## config.mk

```make
export PLATFORM = sky130hd
export DESIGN_NAME = sap_port
export DESIGN_NICKNAME = d
export VERILOG_FILES = /design/src/rtl/sap_pkg.sv /design/src/rtl/sap_ctrl.sv /design/src/rtl/sap_clkgen.sv /design/src/rtl/sap_tx.sv /design/src/rtl/sap_rx.sv /design/src/rtl/sap_port.sv
export SDC_FILE = /design/constraint.sdc
export NUM_CORES = 1
export LEC_CHECK = 0
export ABC_AREA = 0
export BUFFER_PORTS_ARGS = -buffer_cell sky130_fd_sc_hd__buf_2
export CORE_UTILIZATION = 57
export DETAILED_ROUTE_END_ITERATION = 12
export GPL_TIMING_DRIVEN = 0
export PLACE_DENSITY = 0.9
export SYNTH_ARGS = -nofsm -noshare
export SYNTH_HDL_FRONTEND = slang
export SYNTH_SLANG_ARGS = --single-unit
```

## constraint.sdc

```tcl
create_clock -name clk -period 4.1 [get_ports clk]
set_input_delay 1.23 -clock clk [delete_from_list [all_inputs] [get_ports clk]]
set_output_delay 1.23 -clock clk [all_outputs]
set_load 0.02 [all_outputs]
```

## src/rtl/sap_pkg.sv

```systemverilog
package sap_pkg;
   localparam logic [7:0] CMD_WR = 8'h60;
   localparam logic [7:0] CMD_RD = 8'h70;

   typedef struct packed {
      logic [1:0] ratio;
      logic       i2s;
      logic [1:0] place;
      logic       park;
      logic       cko_off;
   } sap_cfg_t;

   // first slot position that carries sample data
   function automatic int lead_bits(input logic i2s, input logic [1:0] place,
                                    input int slot, input int sw);
      if (i2s) return 1;
      case (place)
         2'b00:   return 0;
         2'b01:   return slot - sw;
         2'b10:   return slot - (sw - 4);
         default: return slot - (sw - 8);
      endcase
   endfunction

   // number of sample bits carried in a slot
   function automatic int data_bits(input logic i2s, input logic [1:0] place,
                                    input int sw);
      if (i2s || !place[1]) return sw;
      if (!place[0]) return sw - 4;
      return sw - 8;
   endfunction
endpackage

```

## src/rtl/sap_ctrl.sv

```systemverilog
module sap_ctrl
   import sap_pkg::*;
#(
   parameter bit RETIME_CKO = 1'b1
) (
   input  logic       clk,
   input  logic       por_n,
   input  logic       rst_sys_n,
   input  logic       cmd_valid,
   input  logic [7:0] cmd_code,
   input  logic [7:0] cmd_wdata,
   output logic [7:0] rd_data,
   output sap_cfg_t   cfg,
   output logic       clk_out
);
   logic [7:0] reg_q;

   always_ff @(posedge clk or negedge por_n) begin
      if (!por_n)
         reg_q <= 8'h00;
      else if (cmd_valid && cmd_code == CMD_WR && !rst_sys_n)
         reg_q <= cmd_wdata & 8'hFE;
   end

   assign rd_data = (cmd_valid && cmd_code == CMD_RD) ? reg_q : 8'h00;
   assign cfg     = sap_cfg_t'(reg_q[7:1]);

   generate
      if (RETIME_CKO) begin : g_cko_retimed
         logic gate_q;
         always_ff @(negedge clk or negedge por_n) begin
            if (!por_n) gate_q <= 1'b0;
            else        gate_q <= reg_q[1];
         end
         assign clk_out = clk & ~gate_q;
      end else begin : g_cko_direct
         assign clk_out = clk & ~reg_q[1];
      end
   endgenerate

   AST_CFG_LOCKED: assert property (@(posedge clk) disable iff (!por_n)
      rst_sys_n |=> $stable(reg_q));
   AST_RD_BIT0_LOW: assert property (@(posedge clk) disable iff (!por_n)
      cmd_valid && cmd_code == CMD_RD |-> !rd_data[0]);
endmodule

```

## src/rtl/sap_clkgen.sv

```systemverilog
module sap_clkgen #(
   parameter  int SLOT_W  = 32,
   parameter  int DIV_STD = 8,
   parameter  int DIV_ALT = 6,
   localparam int CW      = $clog2(2 * SLOT_W),
   localparam int DW      = $clog2(DIV_STD > DIV_ALT ? DIV_STD : DIV_ALT) + 1
) (
   input  logic          clk,
   input  logic          por_n,
   input  logic          rst_sys_n,
   input  logic [1:0]    ratio,
   input  logic          i2s,
   input  logic          park,
   output logic          bclk,
   output logic          lrclk,
   output logic [CW-1:0] cnt,
   output logic          run,
   output logic          fall_stb,
   output logic          rise_stb
);
   logic [DW-1:0] div, dcnt;

   assign div      = (ratio == 2'b01) ? DW'(DIV_ALT) : DW'(DIV_STD);
   assign run      = rst_sys_n & ~park;
   assign fall_stb = run && (dcnt == div - 1'b1);
   assign rise_stb = run && (dcnt == (div >> 1) - 1'b1);

   always_ff @(posedge clk or negedge por_n) begin
      if (!por_n) begin
         dcnt <= '0;
         bclk <= 1'b0;
         cnt  <= '1;
      end else if (!run) begin
         dcnt <= '0;
         bclk <= 1'b0;
         cnt  <= '1;
      end else if (fall_stb) begin
         dcnt <= '0;
         bclk <= 1'b0;
         cnt  <= cnt + 1'b1;
      end else begin
         dcnt <= dcnt + 1'b1;
         if (rise_stb) bclk <= 1'b1;
      end
   end

   // left slot is the lower half of the frame count
   assign lrclk = park ? ~i2s : (cnt[CW-1] ^ ~i2s);

   AST_PARK_BCLK_LOW: assert property (@(posedge clk) disable iff (!por_n)
      park |=> !bclk);
   AST_HALT_BCLK_LOW: assert property (@(posedge clk) disable iff (!por_n)
      !rst_sys_n |=> !bclk);
   AST_LR_ON_FALL: assert property (@(posedge clk) disable iff (!por_n)
      run && $past(run) && !$stable(lrclk) |-> $fell(bclk));
endmodule

```

## src/rtl/sap_tx.sv

```systemverilog
module sap_tx
   import sap_pkg::*;
#(
   parameter  int SLOT_W   = 32,
   parameter  int SAMPLE_W = 24,
   localparam int CW       = $clog2(2 * SLOT_W),
   localparam int PW       = CW - 1,
   localparam int IW       = $clog2(SAMPLE_W)
) (
   input  logic                clk,
   input  logic                por_n,
   input  logic                run,
   input  logic                park,
   input  logic                fall_stb,
   input  logic [CW-1:0]       cnt,
   input  logic                i2s,
   input  logic [1:0]          place,
   input  logic [SAMPLE_W-1:0] tx_left,
   input  logic [SAMPLE_W-1:0] tx_right,
   output logic                sdout
);
   logic [SAMPLE_W-1:0] hold_l, hold_r, word;
   logic [CW-1:0]       nxt;
   logic [IW-1:0]       idx;
   logic                bit_nxt;
   int                  pos, k;

   always_comb begin
      nxt  = cnt + 1'b1;
      pos  = int'(nxt[PW-1:0]);
      k    = pos - lead_bits(i2s, place, SLOT_W, SAMPLE_W);
      idx  = IW'(SAMPLE_W - 1 - k);
      word = (nxt == '0) ? tx_left : (nxt[CW-1] ? hold_r : hold_l);
      bit_nxt = (k >= 0 && k < data_bits(i2s, place, SAMPLE_W)) ? word[idx] : 1'b0;
   end

   always_ff @(posedge clk or negedge por_n) begin
      if (!por_n) begin
         sdout  <= 1'b0;
         hold_l <= '0;
         hold_r <= '0;
      end else if (!run) begin
         sdout <= 1'b0;
      end else if (fall_stb) begin
         sdout <= bit_nxt;
         if (nxt == '0) begin
            hold_l <= tx_left;
            hold_r <= tx_right;
         end
      end
   end

   AST_TX_PARK_QUIET: assert property (@(posedge clk) disable iff (!por_n)
      park |=> !sdout);
   AST_TX_ON_FALL: assert property (@(posedge clk) disable iff (!por_n)
      run && $past(run) && !$stable(sdout) |-> $past(fall_stb));
endmodule

```

## src/rtl/sap_rx.sv

```systemverilog
module sap_rx
   import sap_pkg::*;
#(
   parameter  int SLOT_W   = 32,
   parameter  int SAMPLE_W = 24,
   localparam int CW       = $clog2(2 * SLOT_W),
   localparam int PW       = CW - 1,
   localparam int IW       = $clog2(SAMPLE_W)
) (
   input  logic                clk,
   input  logic                por_n,
   input  logic                run,
   input  logic                park,
   input  logic                rise_stb,
   input  logic [CW-1:0]       cnt,
   input  logic                i2s,
   input  logic [1:0]          place,
   input  logic                sdin,
   output logic [SAMPLE_W-1:0] rx_left,
   output logic [SAMPLE_W-1:0] rx_right,
   output logic                rx_valid
);
   logic [SAMPLE_W-1:0] shreg, nxt_sh;
   logic [IW-1:0]       idx;
   logic                slot_end;
   int                  pos, k;

   always_comb begin
      pos    = int'(cnt[PW-1:0]);
      k      = pos - lead_bits(i2s, place, SLOT_W, SAMPLE_W);
      idx    = IW'(SAMPLE_W - 1 - k);
      nxt_sh = shreg;
      if (k >= 0 && k < data_bits(i2s, place, SAMPLE_W)) nxt_sh[idx] = sdin;
      slot_end = (pos == SLOT_W - 1);
   end

   always_ff @(posedge clk or negedge por_n) begin
      if (!por_n) begin
         shreg    <= '0;
         rx_left  <= '0;
         rx_right <= '0;
         rx_valid <= 1'b0;
      end else if (!run) begin
         shreg    <= '0;
         rx_valid <= 1'b0;
      end else begin
         rx_valid <= 1'b0;
         if (rise_stb) begin
            if (slot_end) begin
               shreg <= '0;
               if (cnt[CW-1]) begin
                  rx_right <= nxt_sh;
                  rx_valid <= 1'b1;
               end else begin
                  rx_left <= nxt_sh;
               end
            end else begin
               shreg <= nxt_sh;
            end
         end
      end
   end

   AST_RX_PARK_HOLD: assert property (@(posedge clk) disable iff (!por_n)
      park |=> $stable(rx_left) && $stable(rx_right));
   AST_RX_VALID_PULSE: assert property (@(posedge clk) disable iff (!por_n)
      rx_valid |=> !rx_valid);
endmodule

```

## src/rtl/sap_port.sv

```systemverilog
module sap_port
   import sap_pkg::*;
#(
   parameter int SAMPLE_W   = 24,
   parameter int SLOT_W     = 32,
   parameter int DIV_STD    = 8,
   parameter int DIV_ALT    = 6,
   parameter bit RETIME_CKO = 1'b1
) (
   input  logic                clk,
   input  logic                por_n,
   input  logic                rst_sys_n,
   input  logic                cmd_valid,
   input  logic [7:0]          cmd_code,
   input  logic [7:0]          cmd_wdata,
   output logic [7:0]          rd_data,
   input  logic [SAMPLE_W-1:0] tx_left,
   input  logic [SAMPLE_W-1:0] tx_right,
   input  logic                sdin,
   output logic                sdout,
   output logic                bclk,
   output logic                lrclk,
   output logic [SAMPLE_W-1:0] rx_left,
   output logic [SAMPLE_W-1:0] rx_right,
   output logic                rx_valid,
   output logic                clk_out
);
   localparam int CW = $clog2(2 * SLOT_W);

   generate
      if ((SLOT_W & (SLOT_W - 1)) != 0 || SLOT_W < 16)
         begin : g_bad_slot $error("SLOT_W must be a power of two, at least 16"); end
      if (SAMPLE_W < 12 || SAMPLE_W + 1 > SLOT_W)
         begin : g_bad_sample $error("SAMPLE_W must be 12..SLOT_W-1"); end
      if (DIV_STD < 2 || DIV_ALT < 2 || (DIV_STD % 2) != 0 || (DIV_ALT % 2) != 0)
         begin : g_bad_div $error("bit clock divides must be even and at least 2"); end
   endgenerate

   sap_cfg_t      cfg;
   logic [CW-1:0] cnt;
   logic          run, fall_stb, rise_stb;

   sap_ctrl #(.RETIME_CKO(RETIME_CKO)) u_ctrl (
      .clk(clk), .por_n(por_n), .rst_sys_n(rst_sys_n), .cmd_valid(cmd_valid),
      .cmd_code(cmd_code), .cmd_wdata(cmd_wdata), .rd_data(rd_data),
      .cfg(cfg), .clk_out(clk_out));

   sap_clkgen #(.SLOT_W(SLOT_W), .DIV_STD(DIV_STD), .DIV_ALT(DIV_ALT)) u_clkgen (
      .clk(clk), .por_n(por_n), .rst_sys_n(rst_sys_n), .ratio(cfg.ratio),
      .i2s(cfg.i2s), .park(cfg.park), .bclk(bclk), .lrclk(lrclk), .cnt(cnt),
      .run(run), .fall_stb(fall_stb), .rise_stb(rise_stb));

   sap_tx #(.SLOT_W(SLOT_W), .SAMPLE_W(SAMPLE_W)) u_tx (
      .clk(clk), .por_n(por_n), .run(run), .park(cfg.park), .fall_stb(fall_stb),
      .cnt(cnt), .i2s(cfg.i2s), .place(cfg.place), .tx_left(tx_left),
      .tx_right(tx_right), .sdout(sdout));

   sap_rx #(.SLOT_W(SLOT_W), .SAMPLE_W(SAMPLE_W)) u_rx (
      .clk(clk), .por_n(por_n), .run(run), .park(cfg.park), .rise_stb(rise_stb),
      .cnt(cnt), .i2s(cfg.i2s), .place(cfg.place), .sdin(sdin),
      .rx_left(rx_left), .rx_right(rx_right), .rx_valid(rx_valid));

   AST_HALT_SDOUT_LOW: assert property (@(posedge clk) disable iff (!por_n)
      !rst_sys_n |=> !sdout);
endmodule

```

After elaboration in Yosys (flattened, before gate mapping)
Cells that the tools add are included.
{ "classes": {"bitwise": 7, "mux": 39, "reduce_logical": 16, "magnitude_cmp": 7, "addsub": 8, "n_shift": 0, "eq_ne": 11, "div": 0, "n_mul": 0} }
{ "ops": {"columns": ["cell", "count"], "rows": [
  ["24-bit two-way mux", 6],
  ["32-bit two-way mux", 3],
  ["32-bit by 1-bit >= comparator with 1-bit output (second input constant)", 1],
  ["32-bit < comparator", 1],
  ["6-bit by 32-bit < comparator with 1-bit output", 1],
  ["24-bit bitwise mux", 1],
  ["1-bit two-way mux", 18],
  ["8-bit by 7-bit == test with 1-bit output (second input constant)", 2],
  ["5-bit case mux with 3 select lines", 1],
  ["5-bit by 6-bit < comparator with 1-bit output (second input constant)", 2],
  ["4-bit two-way mux", 3],
  ["6-bit two-way mux", 2],
  ["5-bit by 5-bit subtractor with 6-bit output", 2],
  ["5-bit two-way mux", 2],
  ["5-bit subtractor (first input constant)", 2],
  ["4-bit == test", 2],
  ["1-bit logical AND", 8],
  ["8-bit two-way mux", 1],
  ["4-bit AND reduction", 2],
  ["6-bit by 1-bit adder with 6-bit output (second input constant)", 1],
  ["6-bit by 1-bit >= comparator with 1-bit output (second input constant)", 1],
  ["6-bit logical NOT", 1],
  ["1-bit binary-select mux with 5-bit select", 1],
  ["1-bit demux with 5-bit select", 1],
  ["16 further kinds", 23]
]} }
{ "word_totals": {"regBits": 141, "word_cells": 100, "ramBits": 0, "input_bits": 69, "out_inout_bits": 61, "latch_bits": 0, "rom_bits": 0, "memories": 0} }

Logic depth before layout (Yosys ltp)
{ "logic_depth": {"depth_word": 14, "depth_mapped": 14, "ltp_nobuf": 14} }

Hierarchy
A second synthesis with hierarchy kept.
{ "unflattened": {"cells_unflattened": 819, "hier_area_um2": 8204.1} }
{ "by_module_without_submodules": {"columns": ["module", "cells_each", "area_each_um2", "seq_area_each_um2", "instances"], "rows": [
  ["sap_rx", 423, 3862.5, 1826.8, 1],
  ["sap_tx", 303, 3321.9, 1226.2, 1],
  ["sap_clkgen", 63, 614.3, 282.8, 1],
  ["sap_ctrl", 30, 405.4, 200.2, 1]
]} }

==> flow_summary.html <==
<table>
<tr><th>Metric</th><th>Value</th></tr>
<tr><th colspan="2">Clock tree</th></tr>
<tr><td>Number of post-CTS setup repair buffers</td><td>0</td></tr>
<tr><td>Clock tree from TritonCTS</td><td>done</td></tr>
<tr><td>Reg clk slew, reported paths</td><td>0.06 ns</td></tr>
<tr><td>Hold-fix buffers, CTS</td><td>0</td></tr>
<tr><td>Clock insertion delay at the later pin of the skew report</td><td>0.54 ns</td></tr>
<tr><th colspan="2">Floorplan</th></tr>
<tr><td>Area of the placeable core</td><td>12700 sq um</td></tr>
<tr><td>Ports</td><td>130</td></tr>
<tr><td>Horizontal die dimension</td><td>117 microns</td></tr>
<tr><td>Std-Cell Rows</td><td>41</td></tr>
<tr><td>Die Y-Extent</td><td>117 microns</td></tr>
<tr><td>Area of the die</td><td>13600 sq um</td></tr>
<tr><td>Starting density of the core</td><td>58.8%</td></tr>
<tr><th colspan="2">Worst setup path</th></tr>
<tr><td>Worst flop-to-flop path endpoint</td><td>u_rx.shreg[8]</td></tr>
<tr><td>Reg2reg setup slack</td><td>0.20 ns</td></tr>
<tr><td>Max FO, Critical Path</td><td>1</td></tr>
<tr><td>Reg-to-reg critical path startpoint</td><td>u_ctrl.reg_q[3]</td></tr>
<tr><td>Category of the critical setup timing path</td><td>flip-flop to output port</td></tr>
<tr><td>Critical Path, Cell by Cell</td><td>nor2b_1 -&gt; buf_4</td></tr>
<tr><td>Arrival time of data at the critical path endpoint</td><td>3.18 ns</td></tr>
<tr><td>FF-to-FF path depth</td><td>13</td></tr>
<tr><td>Cell type of the slowest stage on the worst timing path</td><td>dfrtn_1</td></tr>
<tr><td>Startpoint Class</td><td>flip-flop</td></tr>
<tr><td>Worst path required time</td><td>2.87 ns</td></tr>
<tr><td>Max stage delay on crit path</td><td>0.33 ns</td></tr>
<tr><td>Endpoint kind of the worst setup timing path</td><td>output port</td></tr>
<tr><th colspan="2">Place</th></tr>
<tr><td>Buffers on Ports</td><td>126</td></tr>
<tr><td>Hpwl dp</td><td>13.4 mm</td></tr>
<tr><td>Routability congestion estimate</td><td>0.890</td></tr>
<tr><th colspan="2">STA</th></tr>
<tr><td>Setup repair after global routing missed its margin</td><td>yes</td></tr>
<tr><td>Layout Skew</td><td>0.0103 ns</td></tr>
<tr><td>Count of final max-slew check failures</td><td>0</td></tr>
<tr><td>Normalized max-slew margin</td><td>52.5%</td></tr>
<tr><td>Endpoints failing setup</td><td>2</td></tr>
<tr><td>Final hold violations</td><td>0</td></tr>
<tr><td>Actual transition at the worst max-transition pin</td><td>0.713 ns</td></tr>
<tr><td>Setup slack of the critical path after layout</td><td>-0.308 ns</td></tr>
<tr><th colspan="2">Synthesis</th></tr>
<tr><td>Number of synthesized register bits</td><td>141</td></tr>
<tr><td>Cell area after synthesis</td><td>7480 sq um</td></tr>
<tr><td>Top cells by area, synth</td><td>dfrtp_1 (45%), mux2_2 (9.0%), nor2_1 (4.6%)</td></tr>
<tr><td>Post-synthesis net count</td><td>809</td></tr>
<tr><td>Share of synthesized flip-flops with an asynchronous set or reset</td><td>100%</td></tr>
<tr><td>Library cell occupying the most area in the post-synthesis netlist</td><td>dfrtp_1</td></tr>
<tr><td>Yosys warning total</td><td>0</td></tr>
<tr><td>Sequential share of the synthesized area</td><td>47.2%</td></tr>
<tr><td>Area share of the leading cell type in the synthesized netlist</td><td>44.8%</td></tr>
<tr><td>Avg Cell Area, Syn</td><td>10.4 sq um</td></tr>
<tr><td>Library cells used by synthesis</td><td>65</td></tr>
<tr><td>Most frequently used flop master after synthesis</td><td>dfrtp_1</td></tr>
<tr><td>Number of enable flip-flop cells after synthesis</td><td>0</td></tr>
<tr><td>Post-synthesis instance total</td><td>722</td></tr>
<tr><th colspan="2">Power</th></tr>
<tr><td>Proportion of power drawn by combinational gates</td><td>17.7%</td></tr>
<tr><td>Sw power</td><td>0.00116 W</td></tr>
<tr><td>LEAKAGE</td><td>4.25 nW</td></tr>
<tr><td>Sw frac</td><td>29.0%</td></tr>
<tr><td>Worst VDD drop</td><td>356 uV</td></tr>
<tr><td>Total power</td><td>0.00401 W</td></tr>
<tr><td>Share of total power in the clock network</td><td>40.6%</td></tr>
<tr><td>Internal cell power</td><td>0.00285 W</td></tr>
<tr><td>Portion of total power attributed to sequential cells</td><td>41.7%</td></tr>
<tr><td>Power per cell area</td><td>445 nW/um^2</td></tr>
<tr><th colspan="2">Final layout</th></tr>
<tr><td>Sequential cell area in the final layout</td><td>3540 sq um</td></tr>
<tr><td>Highest-count cells in the layout ignoring fill and taps</td><td>buf_2 (140), dfrtp_1 (134), nor2_1 (91)</td></tr>
<tr><td>Share of the core filled with cells in the final layout</td><td>70.8%</td></tr>
<tr><td>Fraction of final layout cells with drive strength greater than 1</td><td>30.2%</td></tr>
<tr><td># diodes</td><td>0</td></tr>
<tr><td>Growth of design area from synthesis to finish</td><td>20.3%</td></tr>
<tr><td>Layout Nets</td><td>958</td></tr>
<tr><td>Most frequent standard cell in the layout excluding fill and tap cells</td><td>buf_2</td></tr>
<tr><td>Multi-input combinational cell area</td><td>3660 sq um</td></tr>
<tr><td>Layout fillers</td><td>926</td></tr>
<tr><th colspan="2">Route</th></tr>
<tr><td>DR pass1 iterations</td><td>6</td></tr>
<tr><td>Post-Route WL</td><td>19.1 mm</td></tr>
<tr><td>Number of vias in the routed layout</td><td>6476</td></tr>
<tr><td>DRC violation count after routing</td><td>0</td></tr>
<tr><td>Starting DRT DRC Count</td><td>523</td></tr>
<tr><td>Post-route ant nets</td><td>0</td></tr>
<tr><td>Drt wl/cell</td><td>18.1 microns</td></tr>
<tr><td>Via density per instance</td><td>6.14</td></tr>
<tr><th colspan="2">Worst hold path</th></tr>
<tr><td>Worst-case hold path end point</td><td>u_rx.shreg[17]</td></tr>
<tr><td>Hold depth</td><td>1</td></tr>
<tr><td>Hold WC Path Type</td><td>flip-flop to flip-flop</td></tr>
<tr><td>Critical hold path startpoint</td><td>u_rx.shreg[17]</td></tr>
<tr><th colspan="2">Outcome</th></tr>
<tr><td>Outcome</td><td>finished, violations left</td></tr>
<tr><td>Violations in the final reports</td><td>negative setup slack</td></tr>
<tr><th colspan="2">Global routing</th></tr>
<tr><td>Tot GR Track Use</td><td>29.7%</td></tr>
<tr><td>Vias in the first global route</td><td>6228</td></tr>
<tr><td>Largest net degree at the start of global routing</td><td>84</td></tr>
<tr><td>GR Overflow Total</td><td>0</td></tr>
<tr><td>Number of antenna violations at the first check in global routing</td><td>0</td></tr>
<tr><td>Global-route wire length before repair</td><td>30.5 mm</td></tr>
<tr><th colspan="2">Run</th></tr>
<tr><td>Max capacitance violation total</td><td>0</td></tr>
</table>
[state kept, by name (all words and copies together), names as in the netlist, 4 cells and up]
register	cells
u_clkgen.cnt	6
u_clkgen.dcnt	4
u_rx.rx_right	24
u_tx.hold_r	24
u_rx.shreg	24
u_rx.rx_left	24
u_ctrl.reg_q	7
u_tx.hold_l	24
[kinds of logic after synthesis]
| logic type | count (synthesis) | synth area share (%) |
|---|---|---|
| AND/OR/NAND/NOR | 217 | 14.0 |
| other | 1 | 0.0501 |
| multiplexers | 89 | 14.6 |
| adder cells (fa/ha/maj) | 18 | 3.21 |
| flip-flops | 141 | 47.2 |
| AO/OA/AOI/OAI | 169 | 14.7 |
| XOR/XNOR | 19 | 2.22 |
| buffers and inverters | 68 | 3.93 |
[worst max-delay path by stage]
stage          cells after the start                     endpoint  slack (ns)                        start
2_1_floorplan                      1                      clk_out        0.20  u_ctrl.g_cko_retimed.gate_q
3_3_place_gp                       1  u_ctrl.g_cko_retimed.gate_q       -2.01                        por_n
3_5_place_dp                      13             u_rx.rx_left[20]        0.23              u_ctrl.reg_q[3]
4_1_cts                            2                      clk_out       -0.31  u_ctrl.g_cko_retimed.gate_q
5_1_grt                            2                      clk_out       -0.36  u_ctrl.g_cko_retimed.gate_q
6_report                           2                      clk_out       -0.31  u_ctrl.g_cko_retimed.gate_q
[metrics by stage]
| step | instance area, sq um | TNS (ns) | std cells | hold slack, ns | worst slack (ns) |
|---|---|---|---|---|---|
| 2_1_floorplan | 7480 | 0 | 722 | 0.460 | 0.199 |
| 5_1_grt | 9000 | -0.365 | 1055 | 0.507 | -0.365 |
| 4_1_cts | 9000 | -0.309 | 1055 | 0.496 | -0.309 |
| 3_3_place_gp | 8330 | -15.21 | 1020 | 0.477 | -2.01 |
| 6_report | 9000 | -0.308 | 1055 | 0.495 | -0.308 |
| 3_5_place_dp | 8360 | 0 | 1021 | 0.479 | 0.234 |
[Yosys cell counts (all sizes together), types with 8 or more instances]
| master | number |
|---|---|
| dfrtp | 134 |
| a21oi | 42 |
| clkbuf | 23 |
| nor2b | 8 |
| and3 | 9 |
| ha | 16 |
| mux2i | 19 |
| nor2 | 91 |
| mux2 | 60 |
| nand2 | 39 |
| nand3 | 14 |
| and2 | 10 |
| a31oi | 24 |
| mux4 | 10 |
| o21ai | 36 |
| o2111ai | 9 |
| a22o | 21 |
| nor3 | 11 |
| nand2b | 12 |
| xnor2 | 13 |
| inv | 22 |
| buf | 22 |
[layer usage]
metal | wire [microns] | global-route usage [%]
met1 | 7720 | 37.7
met2 | 9170 | 47.5
met3 | 1580 | 8.20
met4 | 584 | 14.1
met5 | 0 | 0
[what timing repair did]
item / CTS / global route
pin swaps: 0 / 0
hold endpoints to repair: 0 / 0
endpoints found under the setup margin: 2 / 4
gates resized for setup: 1 / 1
[power by group through the flow]
stage | combinational, W | sequential (W) | clock (W)
after floorplan | 0.000319 | 0.00180 | 0.0000207
after global placement | 0.000676 | 0.00168 | 0.0000289
after detailed placement | 0.000702 | 0.00169 | 0.0000289
after CTS | 0.000708 | 0.00167 | 0.00164
after global routing | 0.000781 | 0.00169 | 0.00171
final | 0.000710 | 0.00167 | 0.00163
[area by class of cell]
cell class / count / area share [%]
multi-input cells: 513 / 40.6
flip-flops and latches: 141 / 39.3
repair buffers: 126 / 7.32
clock buffers: 22 / 5.80
well taps: 172 / 2.39
plain buffers: 45 / 2.31
clock inverters: 13 / 1.31
inverters: 23 / 0.959
[critical path, delay by kind of cell (launching register included)]
kind,cells,cell delay [ns]
buffers and inverters,1,0.15
flip-flops,1,0.33
AND/OR/NAND/NOR,1,0.12
No activity file was read; power rests on OpenSTA's default activity.
